[src/rtl/lockid_pkg.sv]
`timescale 1ns/1ps
package lockid_pkg;

    typedef enum logic {ARM_IDLE, ARM_WAIT} arm_state_e;
    typedef enum logic {IDM_OFF, IDM_ON}    idm_state_e;

    // Field order matches the packed status byte: [2] lower, [1] upper, [0] protect
    typedef struct packed {
        logic lock_lo;
        logic lock_hi;
        logic wprot;
    } guard_flags_t;

    localparam logic [7:0] MFR_CODE        = 8'h1F;
    localparam int         ID_HI_BACKSTEP  = 13;

endpackage

[src/rtl/lock_arm_fsm.sv]
`timescale 1ns/1ps
module lock_arm_fsm
    import lockid_pkg::*;
#(
    parameter int ADDR_W = 19,
    parameter int DATA_W = 8
) (
    input  logic              clk,
    input  logic              rst_n,
    input  logic              arm_i,
    input  logic              wr_i,
    input  logic [ADDR_W-1:0] addr_i,
    input  logic [DATA_W-1:0] data_i,
    output logic              set_lo_o,
    output logic              set_hi_o,
    output logic              take_o
);

    localparam logic [ADDR_W-1:0] TOP_ADDR = '1;

    arm_state_e state_q, state_d;
    logic       lo_pair, hi_pair;

    assign lo_pair = (addr_i == '0)      && (data_i == '0);
    assign hi_pair = (addr_i == TOP_ADDR) && (data_i == '1);

    always_ff @(posedge clk) begin
        if (!rst_n) state_q <= ARM_IDLE;
        else        state_q <= state_d;
    end

    always_comb begin
        state_d = state_q;
        unique case (state_q)
            ARM_IDLE: if (arm_i) state_d = ARM_WAIT;
            ARM_WAIT: if (wr_i && !arm_i) state_d = ARM_IDLE;
        endcase
    end

    always_comb begin
        set_lo_o = 1'b0;
        set_hi_o = 1'b0;
        unique case (state_q)
            ARM_IDLE: ;
            ARM_WAIT: begin
                set_lo_o = wr_i && lo_pair;
                set_hi_o = wr_i && hi_pair;
            end
        endcase
        take_o = set_lo_o || set_hi_o;
    end

    // a write while armed ends the armed state
    p_disarm_on_write_r4: assert property (@(posedge clk) disable iff (!rst_n)
        (state_q == ARM_WAIT && wr_i && !arm_i) |=> (state_q == ARM_IDLE));

    // nothing is consumed unless armed
    p_take_needs_arm_r13: assert property (@(posedge clk) disable iff (!rst_n)
        take_o |-> (state_q == ARM_WAIT));

endmodule

[src/rtl/guard_flag_reg.sv]
`timescale 1ns/1ps
module guard_flag_reg
    import lockid_pkg::*;
#(
    parameter logic [2:0] RESET_FLAGS = 3'b000
) (
    input  logic         clk,
    input  logic         rst_n,
    input  logic         set_lo_i,
    input  logic         set_hi_i,
    input  logic         wp_set_i,
    input  logic         wp_clr_i,
    output guard_flags_t flags_o
);

    guard_flags_t flags_q, flags_d;

    always_comb begin
        flags_d = flags_q;
        if (set_lo_i) flags_d.lock_lo = 1'b1;
        if (set_hi_i) flags_d.lock_hi = 1'b1;
        if (wp_set_i && !wp_clr_i) flags_d.wprot = 1'b1;
        if (wp_clr_i && !wp_set_i) flags_d.wprot = 1'b0;
    end

    always_ff @(posedge clk) begin
        if (!rst_n) flags_q <= guard_flags_t'(RESET_FLAGS);
        else        flags_q <= flags_d;
    end

    assign flags_o = flags_q;

    p_lo_sticky_r5: assert property (@(posedge clk) disable iff (!rst_n)
        flags_q.lock_lo |=> flags_q.lock_lo);

    p_hi_sticky_r5: assert property (@(posedge clk) disable iff (!rst_n)
        flags_q.lock_hi |=> flags_q.lock_hi);

    p_wp_set_r11: assert property (@(posedge clk) disable iff (!rst_n)
        (wp_set_i && !wp_clr_i) |=> flags_q.wprot);

    p_wp_tie_r11: assert property (@(posedge clk) disable iff (!rst_n)
        (wp_set_i && wp_clr_i) |=> $stable(flags_q.wprot));

endmodule

[src/rtl/id_responder.sv]
`timescale 1ns/1ps
module id_responder
    import lockid_pkg::*;
#(
    parameter int              ADDR_W      = 19,
    parameter int              DATA_W      = 8,
    parameter logic [DATA_W-1:0] DEVICE_CODE = 8'hA4
) (
    input  logic              clk,
    input  logic              rst_n,
    input  logic              enter_i,
    input  logic              exit_i,
    input  logic              rd_i,
    input  logic [ADDR_W-1:0] addr_i,
    input  logic              lock_lo_i,
    input  logic              lock_hi_i,
    output logic [DATA_W-1:0] rdata_o,
    output logic              valid_o
);

    localparam logic [ADDR_W-1:0] TOP_ADDR = '1;
    localparam logic [ADDR_W-1:0] HI_ID_ADDR = TOP_ADDR - ADDR_W'(ID_HI_BACKSTEP);
    localparam logic [DATA_W-1:0] LOCK_YES = '1;
    localparam logic [DATA_W-1:0] LOCK_NO  = ~DATA_W'(1);

    idm_state_e state_q, state_d;

    always_ff @(posedge clk) begin
        if (!rst_n) state_q <= IDM_OFF;
        else        state_q <= state_d;
    end

    always_comb begin
        state_d = state_q;
        unique case (state_q)
            IDM_OFF: if (enter_i && !exit_i) state_d = IDM_ON;
            IDM_ON:  if (exit_i)             state_d = IDM_OFF;
        endcase
    end

    always_comb begin
        valid_o = 1'b0;
        rdata_o = '0;
        unique case (state_q)
            IDM_OFF: ;
            IDM_ON: begin
                valid_o = rd_i;
                if (rd_i) begin
                    if (addr_i == ADDR_W'(0))
                        rdata_o = DATA_W'(MFR_CODE);
                    else if (addr_i == ADDR_W'(1))
                        rdata_o = DEVICE_CODE;
                    else if (addr_i == ADDR_W'(2))
                        rdata_o = lock_lo_i ? LOCK_YES : LOCK_NO;
                    else if (addr_i == HI_ID_ADDR)
                        rdata_o = lock_hi_i ? LOCK_YES : LOCK_NO;
                end
            end
        endcase
    end

    p_id_exit_r6: assert property (@(posedge clk) disable iff (!rst_n)
        exit_i |=> (state_q == IDM_OFF));

    p_valid_needs_read_r6: assert property (@(posedge clk) disable iff (!rst_n)
        valid_o |-> rd_i);

endmodule

[src/rtl/boot_guard_id.sv]
`timescale 1ns/1ps
module boot_guard_id
    import lockid_pkg::*;
#(
    parameter int                ADDR_W      = 19,
    parameter int                DATA_W      = 8,
    parameter int                BOOT_BYTES  = 16384,
    parameter logic [DATA_W-1:0] DEVICE_CODE = 8'hA4,
    parameter logic [2:0]        RESET_FLAGS = 3'b000
) (
    input  logic              clk,
    input  logic              rst_n,
    input  logic              arm_lock,
    input  logic              id_enter,
    input  logic              id_exit,
    input  logic              wp_set,
    input  logic              wp_clr,
    input  logic [ADDR_W-1:0] bus_addr,
    input  logic [DATA_W-1:0] bus_wdata,
    input  logic              bus_wr,
    input  logic              bus_rd,
    output logic              lock_lo,
    output logic              lock_hi,
    output logic              wprot,
    output logic [7:0]        status_byte,
    output logic              wr_taken,
    output logic              wr_blocked,
    output logic [DATA_W-1:0] id_rdata,
    output logic              id_valid
);

    localparam longint SPACE   = longint'(1) << ADDR_W;
    localparam logic [ADDR_W-1:0] LO_LIMIT = ADDR_W'(BOOT_BYTES);
    localparam logic [ADDR_W-1:0] HI_BASE  = ADDR_W'(SPACE - longint'(BOOT_BYTES));

    guard_flags_t flags;
    logic         set_lo, set_hi;
    logic         in_lo_region, in_hi_region;

    lock_arm_fsm #(.ADDR_W(ADDR_W), .DATA_W(DATA_W)) u_arm (
        .clk      (clk),
        .rst_n    (rst_n),
        .arm_i    (arm_lock),
        .wr_i     (bus_wr),
        .addr_i   (bus_addr),
        .data_i   (bus_wdata),
        .set_lo_o (set_lo),
        .set_hi_o (set_hi),
        .take_o   (wr_taken)
    );

    guard_flag_reg #(.RESET_FLAGS(RESET_FLAGS)) u_flags (
        .clk      (clk),
        .rst_n    (rst_n),
        .set_lo_i (set_lo),
        .set_hi_i (set_hi),
        .wp_set_i (wp_set),
        .wp_clr_i (wp_clr),
        .flags_o  (flags)
    );

    id_responder #(.ADDR_W(ADDR_W), .DATA_W(DATA_W), .DEVICE_CODE(DEVICE_CODE)) u_id (
        .clk       (clk),
        .rst_n     (rst_n),
        .enter_i   (id_enter),
        .exit_i    (id_exit),
        .rd_i      (bus_rd),
        .addr_i    (bus_addr),
        .lock_lo_i (flags.lock_lo),
        .lock_hi_i (flags.lock_hi),
        .rdata_o   (id_rdata),
        .valid_o   (id_valid)
    );

    assign lock_lo     = flags.lock_lo;
    assign lock_hi     = flags.lock_hi;
    assign wprot       = flags.wprot;
    assign status_byte = {5'b00000, flags};

    assign in_lo_region = bus_addr < LO_LIMIT;
    assign in_hi_region = bus_addr >= HI_BASE;
    assign wr_blocked   = bus_wr && !wr_taken &&
                          ((flags.lock_lo && in_lo_region) || (flags.lock_hi && in_hi_region));

    // a consumed parameter write always leaves a lock set
    p_taken_locks_r2: assert property (@(posedge clk) disable iff (!rst_n)
        wr_taken |=> (lock_lo || lock_hi));

    // a write is never both consumed and blocked
    p_blocked_not_taken_r12: assert property (@(posedge clk) disable iff (!rst_n)
        wr_blocked |-> !wr_taken);

endmodule

[config.mk]
export PLATFORM = sky130hd
export DESIGN_NAME = boot_guard_id
export DESIGN_NICKNAME = d
export VERILOG_FILES = /design/src/rtl/lockid_pkg.sv /design/src/rtl/lock_arm_fsm.sv /design/src/rtl/guard_flag_reg.sv /design/src/rtl/id_responder.sv /design/src/rtl/boot_guard_id.sv
export SDC_FILE = /design/constraint.sdc
export NUM_CORES = 1
export LEC_CHECK = 0
export ABC_AREA = 1
export BUFFER_PORTS_ARGS = -buffer_cell sky130_fd_sc_hd__buf_2
export CAP_MARGIN = 20
export CORE_UTILIZATION = 45
export DETAILED_ROUTE_END_ITERATION = 10
export GPL_TIMING_DRIVEN = 0
export HOLD_SLACK_MARGIN = 0.02
export PLACE_DENSITY = 0.82
export SYNTH_ARGS = -nofsm -noshare
export SYNTH_HDL_FRONTEND = slang
export SYNTH_HIERARCHICAL = 1
export SYNTH_SLANG_ARGS = --single-unit
export TNS_END_PERCENT = 1
[constraint.sdc]
create_clock -name clk -period 3.3 [get_ports clk]
set_input_delay 0.66 -clock clk [delete_from_list [all_inputs] [get_ports clk]]
set_output_delay 0.66 -clock clk [all_outputs]
set_load 0.005 [all_outputs]
Word-level counts from Yosys, hierarchy flattened
Index checks and enable logic that the tools add are counted.

storage, ports and cells
  bits in registers = 5
  bits in latches = 0
  RAM bits = 0
  ROM bits = 0
  input bits = 36
  output and inout bits = 22
  logic and storage cells = 54
  memories kept = 0

operators by class
  $add $sub $neg = 0
  multipliers = 0
  div/mod/pow operators = 0
  $lt $le $gt $ge = 2
  equal/unequal tests = 5
  shifts and indexed selects = 0
  muxes and demuxes = 17
  bitwise logic cells = 3
  reductions and logical operators = 22

operators with widths
  kind                                                  number
  2-to-1 mux 8 bit                                      6
  equality test 19 bit, second input constant           2
  equality test 19 x 1 -> 1 bit, second input constant  1
  equality test 19 x 2 -> 1 bit, second input constant  1
  >= comparator 19 bit, second input constant           1
  logical NOT 19 bit                                    1
  < comparator 19 x 15 -> 1 bit, second input constant  1
  logical AND 1 bit                                     12
  2-to-1 mux 1 bit                                      9
  equality test 8 bit, second input constant            1
  logical NOT 8 bit                                     1
  logical NOT 1 bit                                     5
  one-hot mux 1 bit (2 select lines)                    2
  NOT 1 bit                                             3
  logical OR 1 bit                                      2
  OR reduction 2 bit                                    1

Longest topological paths before layout
Gate-level depths: netlist (run 1).

  depth after elaboration = 8
  mapped depth = 10
  mapped depth without buffers = 10

By module
Netlist (run 1), hierarchy kept.

by module, submodules not included
  module          instances  cells each  area an instance (µm²)  seq. area each (µm²)
  id_responder    1          61          342.8                   20.0
  lock_arm_fsm    1          82          331.6                   20.0
  boot_guard_id   1          23          122.6                   0.0
  guard_flag_reg  1          14          102.6                   60.1

Least setup slack after synthesis (run 1)
No wires, ideal clock.

  path type = input to output
  start = input port bus_addr[13]
  end = output port id_rdata[7]
  arrival = 1.432 ns
  data required time = 2.640 ns
  path slack = 1.208 ns
  cell stages on the path = 8
  buffers on the path = 1
  cells stage by stage = nor2_1 -> nand2_2 -> nor2_8 -> nand3_4 -> nand3_1 -> nand3_1 -> inv_1 -> buf_4

between the ends
  cells in the longest elaborated chain, start to end = 7
  elaborated cells on any way between the ends = 10
  classes of those cells = eq/ne (3); mux (6); reduce/logical (1)

RTL lines
  what                  RTL line             RTL
  start: declaration    boot_guard_id.sv:18  input logic [ADDR_W-1:0] bus_addr,
  equality test 19 bit  id_responder.sv:55   else if (addr_i == HI_ID_ADDR)
  2-to-1 mux 8 bit      id_responder.sv:55
  2-to-1 mux 8 bit      id_responder.sv:53   else if (addr_i == ADDR_W'(2))
  2-to-1 mux 8 bit      id_responder.sv:51   else if (addr_i == ADDR_W'(1))
  2-to-1 mux 8 bit (*)  id_responder.sv:49   if (addr_i == ADDR_W'(0))
  2-to-1 mux 8 bit (*)  id_responder.sv:48   if (rd_i) begin
  2-to-1 mux 8 bit (*)  id_responder.sv:44   unique case (state_q)
  end: declaration      boot_guard_id.sv:28  output logic [DATA_W-1:0] id_rdata,

Every way passes the cells marked *; elsewhere a longest branch is shown, timed or not.

Worst setup path after layout (run 1)
  start = input port bus_addr[17]
  end = output port id_rdata[7]

The elaborated chain is that of the path after synthesis.

==> summary.txt, run 1 <==
Critical path
  – Max stage delay cell, worst path: nor2_4
  – Crit Path Category: input pin to output pin
  – Arr. time, crit path: approximately 1.7 ns
  – Cells along the critical path: buf_2, nor2_2, nand2_2, nor2_4, nand3_4, nand3_1, nand3_1, inv_1, buf_4, buf_2
  – WP data required: 2.64 ns
  – Crit end category: output pin
  – Critical Path Fanout Max: 6
  – Startpoint types: input pin
  – FF-to-FF Start: u_arm/state_q
  – CP startpoint: bus_addr[17]
  – CP peak stage delay: 0.18 ns

Detailed routing
  – DRT Wirelength: ~2.1 mm
  – Initial DRT Pass Iterations: 4
  – Antenna viol nets, final: 0
  – Initial DRC count: 16
  – Drt wl/cell: 8.03 µm
  – Vias/cell: roughly 4.2
  – DR vias: about 1100
  – DRC violations left: 0

Die
  – Initial Util: 0.499
  – Core area: 1800 µm²
  – Die Span X: 46.7 µm
  – Io pins: 58
  – FP Rows: 15
  – Die height: 46.7 µm
  – Die ar.: 2180 µm²

Timing
  – Fin crit period: 2.38 ns
  – Setup TNS Final: 0 ns
  – Final setup violation count: 0
  – Fin. Hold Viols: 0
  – Slew Viols, Final: 0
  – Final Cycle Share: 0.721
  – Fmax: between 400 and 500 MHz
  – Hold slack: between 0.4 and 0.5 ns
  – Setup repair after global routing missed its margin: no
  – Layout Skew: between 0.004 and 0.005 ns

Synth
  – Post-synth top area cell: nand2_1
  – Post-synth top area share: 0.221
  – Synth Warn #: 6
  – Top cells by area, synth: nand2_1, nor2_1, inv_1
  – Synth Area per Inst: roughly 5 µm²
  – Post-Synthesis Cells: 180
  – Sequential share of the synthesized area: 0.111
  – Mapped cell area: 900 µm²
  – Synthesis-stage register bit count: 5
  – Post-synthesis cell type count: 20

CTS
  – CTS tree: yes
  – Clk buf depth: 2
  – Worst-path clk slew: about 0.04 ns
  – Hold-fix buffers, CTS: 0
  – CTS resizes: 0
  – Clk sinks: 5
  – Clock buffer count from CTS: 3
  – Later-pin clock latency in the skew report: 0.24 ns
  – Setup Buffers After CTS: 0
  – Number of H-tree levels: 1
  – Clk root buf: clkbuf_4

Place
  – Post-DP HPWL: 1.83 mm
  – Dpl cells: 261
  – Count of buffers from port buffering: 52
  – Routability cong.: roughly 0.75

Final layout
  – Cell Count, Final, Fillers Out: 265
  – Nets: 277
  – Area Overhead vs Synth: 37.0%
  – Ant diodes: 0
  – Layout cells sized above 1: 0.338

Pwr
  – Pwr Total: 0.000209 W
  – Leakage: ~0.84 nW
  – PD cells: between 150 and 200 nW/µm²
  – Worst VDD drop: 0.244 mV

Global routing
  – Vias in the first global route: between 900 and 1000
  – GRT Residual Overflow: 0
  – Pin count of the biggest net entering global routing: 7
  – Total GRT Usage: 0.212
  – First-pass GRT wire length: 3.44 mm
  – Antenna violations before repair: 0

Run
  – Max-Cap Viols: 0

Hold path
  – Hold path startpoint: u_flags/flags_o[0]
  – Worst Hold Class: flop to flop

Outcome
  – Status: finished clean
-- placed cells by master, fill, tap and decap left out --
cell and instances:
a21oi_1 3, and2_1 1, o21ai_0 1, nor2_2 4, clkbuf_1 1, nor2_4 1, buf_4 11, inv_2 3
nand2_1 53, a21oi_2 1, buf_2 52, conb_1 5, dfxtp_1 5, nand3b_4 1, nand3_1 7, clkbuf_4 3
nand4_1 2, nand3_4 1, nor2_1 46, nand2_2 2, nor2_8 1, nand3_2 1, inv_1 35
-- flip-flops by register name (all words and copies together), names as in the netlist --
signal / cells
u_flags/flags_o: 3
u_arm/state_q: 1
u_id/state_q: 1
-- synthesized netlist by cell type, drive strengths merged --
cell and count:
buf 11, inv 38, a21oi 4, nand3 9
nand4 2, nor2 52, conb 1, nand2 55
and2 1, dfxtp 5, o21ai 1, nand3b 1
-- routing by layer --
metal  up-vias  part of all wire  GRT usage
met2        33              0.44      0.372
met3         0             0.054     0.0353
met4         0                 0     0.0171
met1       448              0.50      0.281
met5         -                 0          0
li1        627                 -          -
-- worst paths after layout --
check,endpoint,slack [ns],cells after the start
max reg2reg,u_flags/flags_o[1],2.31,8
max,id_rdata[7],0.92,10
min reg2reg,u_flags/flags_o[0],0.50,2
min,u_flags/flags_o[0],0.50,2
-- layout make-up --
cell class	count	area [µm²]
flip-flops and latches	5	100
clock buffers	4	26.3
inverters	38	143
plain buffers	11	82.6
fillers	215	569
repair buffers	52	260
well taps	25	31.3
multi-input cells	130	589
-- power by group --
part	internal (W)	total [W]	switching [W]
registers	0.0000627	0.0000641	0.00000138
logic	0.0000336	0.0000737	0.0000401
clock network	0.0000457	0.0000711	0.0000253
-- cell families after synthesis --
kind of cell / synth area share
buf+inv: 0.250
simple gates: 0.602
flops: 0.111
compound gates: 0.0320
other cells: 0.00417
-- metrics by stage --
stage | util | area (µm²) | worst slack (ns)
global placement | 0.669 | 1210 | 0.941
detailed placement | 0.669 | 1210 | 0.910
global route | 0.684 | 1230 | 0.777
floorplan | - | 915 | 1.21
CTS | 0.684 | 1230 | 0.910
finish | 0.684 | 1230 | 0.920
-- critical path: cells and delay by family --
kind | cells | cell delay (ns)
and+or+nand+nor | 6 | 0.66
buffers and inverters | 4 | 0.40
(Power assumes the default switching activity.)
==> run 2: changes to the inputs <==
Settings changed: CORE_UTILIZATION 45 to 42, PLACE_DENSITY 0.82 to 0.78.
Clock period 3.3 ns to 2.2 ns, I/O delays scaled along.
==> summary.txt, run 2 (synthesis results as in run 1) <==
Outcome
  – Status: finished clean

Timing
  – Hold slack: 0.326 ns
  – Setup TNS Final: 0 ns
  – Fmax: 516 MHz
  – Final Cycle Share: 0.882
  – Fin. Hold Viols: 0
  – Fin crit period: 1.94 ns
  – Layout Skew: 0.00775 ns
  – Final setup violation count: 0
  – Setup repair after global routing missed its margin: no
  – Slew Viols, Final: 0

Global routing
  – Antenna violations before repair: 0
  – First-pass GRT wire length: between 3 and 4 mm
  – Pin count of the biggest net entering global routing: 7
  – Vias in the first global route: 840
  – GRT Residual Overflow: 0
  – Total GRT Usage: 0.203

Critical path
  – Arr. time, crit path: 1.50 ns
  – CP peak stage delay: 0.18 ns
  – Critical Path Fanout Max: 6
  – Crit Path Category: input pin to output pin
  – Cells along the critical path: buf_2, nor2_2, nand2_2, nor2_4, nand3_4, nand3_1, nand3_1, inv_1, buf_4, buf_2
  – Crit end category: output pin
  – Startpoint types: input pin
  – Max stage delay cell, worst path: nor2_4
  – WP data required: 1.76 ns

Place
  – Count of buffers from port buffering: 52
  – Post-DP HPWL: 1.80 mm
  – Routability cong.: 0.730
  – Placed Area: approximately 1200 µm²
  – Dpl cells: 263

Pwr
  – PD cells: ~260 nW/µm²
  – Switching share of power: 0.342
  – Comb pwr share: 0.340
  – Seq pwr share: 0.296
  – Leakage: 0.845 nW
  – Clock network fraction of total power: 0.364
  – Worst VDD drop: around 0.22 mV
  – Int Pwr: 0.000214 W
  – Pwr Total: 0.000325 W
  – Sw power: 0.000111 W

Die
  – Die Span X: 48.3 µm
  – Initial Util: 0.454
  – FP Rows: 16
  – Io pins: a little under 60
  – Core area: 1980 µm²
  – Die height: 48.3 µm
  – Die ar.: 2330 µm²

Detailed routing
  – Antenna viol nets, final: 0
  – DR vias: 1103
  – DRC violations left: 0
  – Drt wl/cell: between 7 and 8 µm
  – Initial DRT Pass Iterations: 4
  – Vias/cell: 4.13
  – Initial DRC count: 13
  – DRT Wirelength: about 2.1 mm

Final layout
  – Final Instance Area: 1230 µm²
  – Cell Count, Final, Fillers Out: 267
  – Most frequent cells in the layout: nand2_1, buf_2, nor2_1
  – Max FFs per register: 3
  – Layout fillers: 243
  – Area Overhead vs Synth: 37.3%
  – Ant diodes: 0
  – Multi-input gate area: 589 µm²
  – Nets: 277
  – Commonest non-fill, non-tap cell in the layout: nand2_1
  – Layout cells sized above 1: 0.338
  – Register area: 100 µm²

CTS
  – Clock buffer count from CTS: 3
  – CTS resizes: 0
  – Clk sinks: 5
  – Hold-fix buffers, CTS: 0
  – Clk buf depth: 2
  – Later-pin clock latency in the skew report: 0.26 ns
  – Setup Buffers After CTS: 0
  – CTS tree: yes
  – Clk root buf: clkbuf_4
  – Worst-path clk slew: 0.05 ns
  – Number of H-tree levels: 1

Hold path
  – Worst Hold Class: input pin to flop

Run
  – Max-Cap Viols: 0
run 2: cell counts in the layout (fill, tap and decap cells not counted):
Identical to the previous run, type by type.
run 2: area by class of cell:
type,count,area share
inverter,38,0.116
buffer,11,0.0669
tap,27,0.0274
multi-input combinational,130,0.477
sequential,5,0.0811
timing repair buffer,52,0.211
clock buffer,4,0.0213
run 2: power groups by stage:
stage          sequential [W]  combinational, W  clock, W
2_1_floorplan       0.0000974         0.0000543         0
3_3_place_gp        0.0000978          0.000109         0
3_5_place_dp        0.0000979          0.000110         0
4_1_cts             0.0000960          0.000111  0.000122
5_1_grt             0.0000963          0.000130  0.000131
6_report            0.0000960          0.000111  0.000118
run 2: critical path, delay by kind of cell:
family	cells	cell delay, ns
buffers and inverters	4	0.40
and+or+nand+nor	6	0.66
run 2: metal layers:
metal | global-route usage | vias up | wire [µm]
met5 | 0 | - | 0
met4 | 0.0667 | 0 | 15
met3 | 0.0444 | 2 | 122
li1 | - | 626 | -
met2 | 0.352 | 34 | 968
met1 | 0.246 | 441 | 968
run 2: final timing paths:
check	from	end	slack, ns	depth (start not counted)
worst max register to register	u_arm/state_q	u_flags/flags_o[2]	1.22	8
worst min-delay path	id_exit	u_id/state_q	0.33	2
worst max-delay path	bus_addr[17]	id_rdata[7]	0.26	10
worst min register to register	u_flags/flags_o[0]	u_flags/flags_o[0]	0.50	2
run 2: stage by stage:
step / util / worst slack [ns]
2_1_floorplan: - / 0.548
3_3_place_gp: 0.610 / 0.279
3_5_place_dp: 0.610 / 0.250
4_1_cts: 0.623 / 0.251
5_1_grt: 0.623 / 0.149
6_report: 0.623 / 0.260
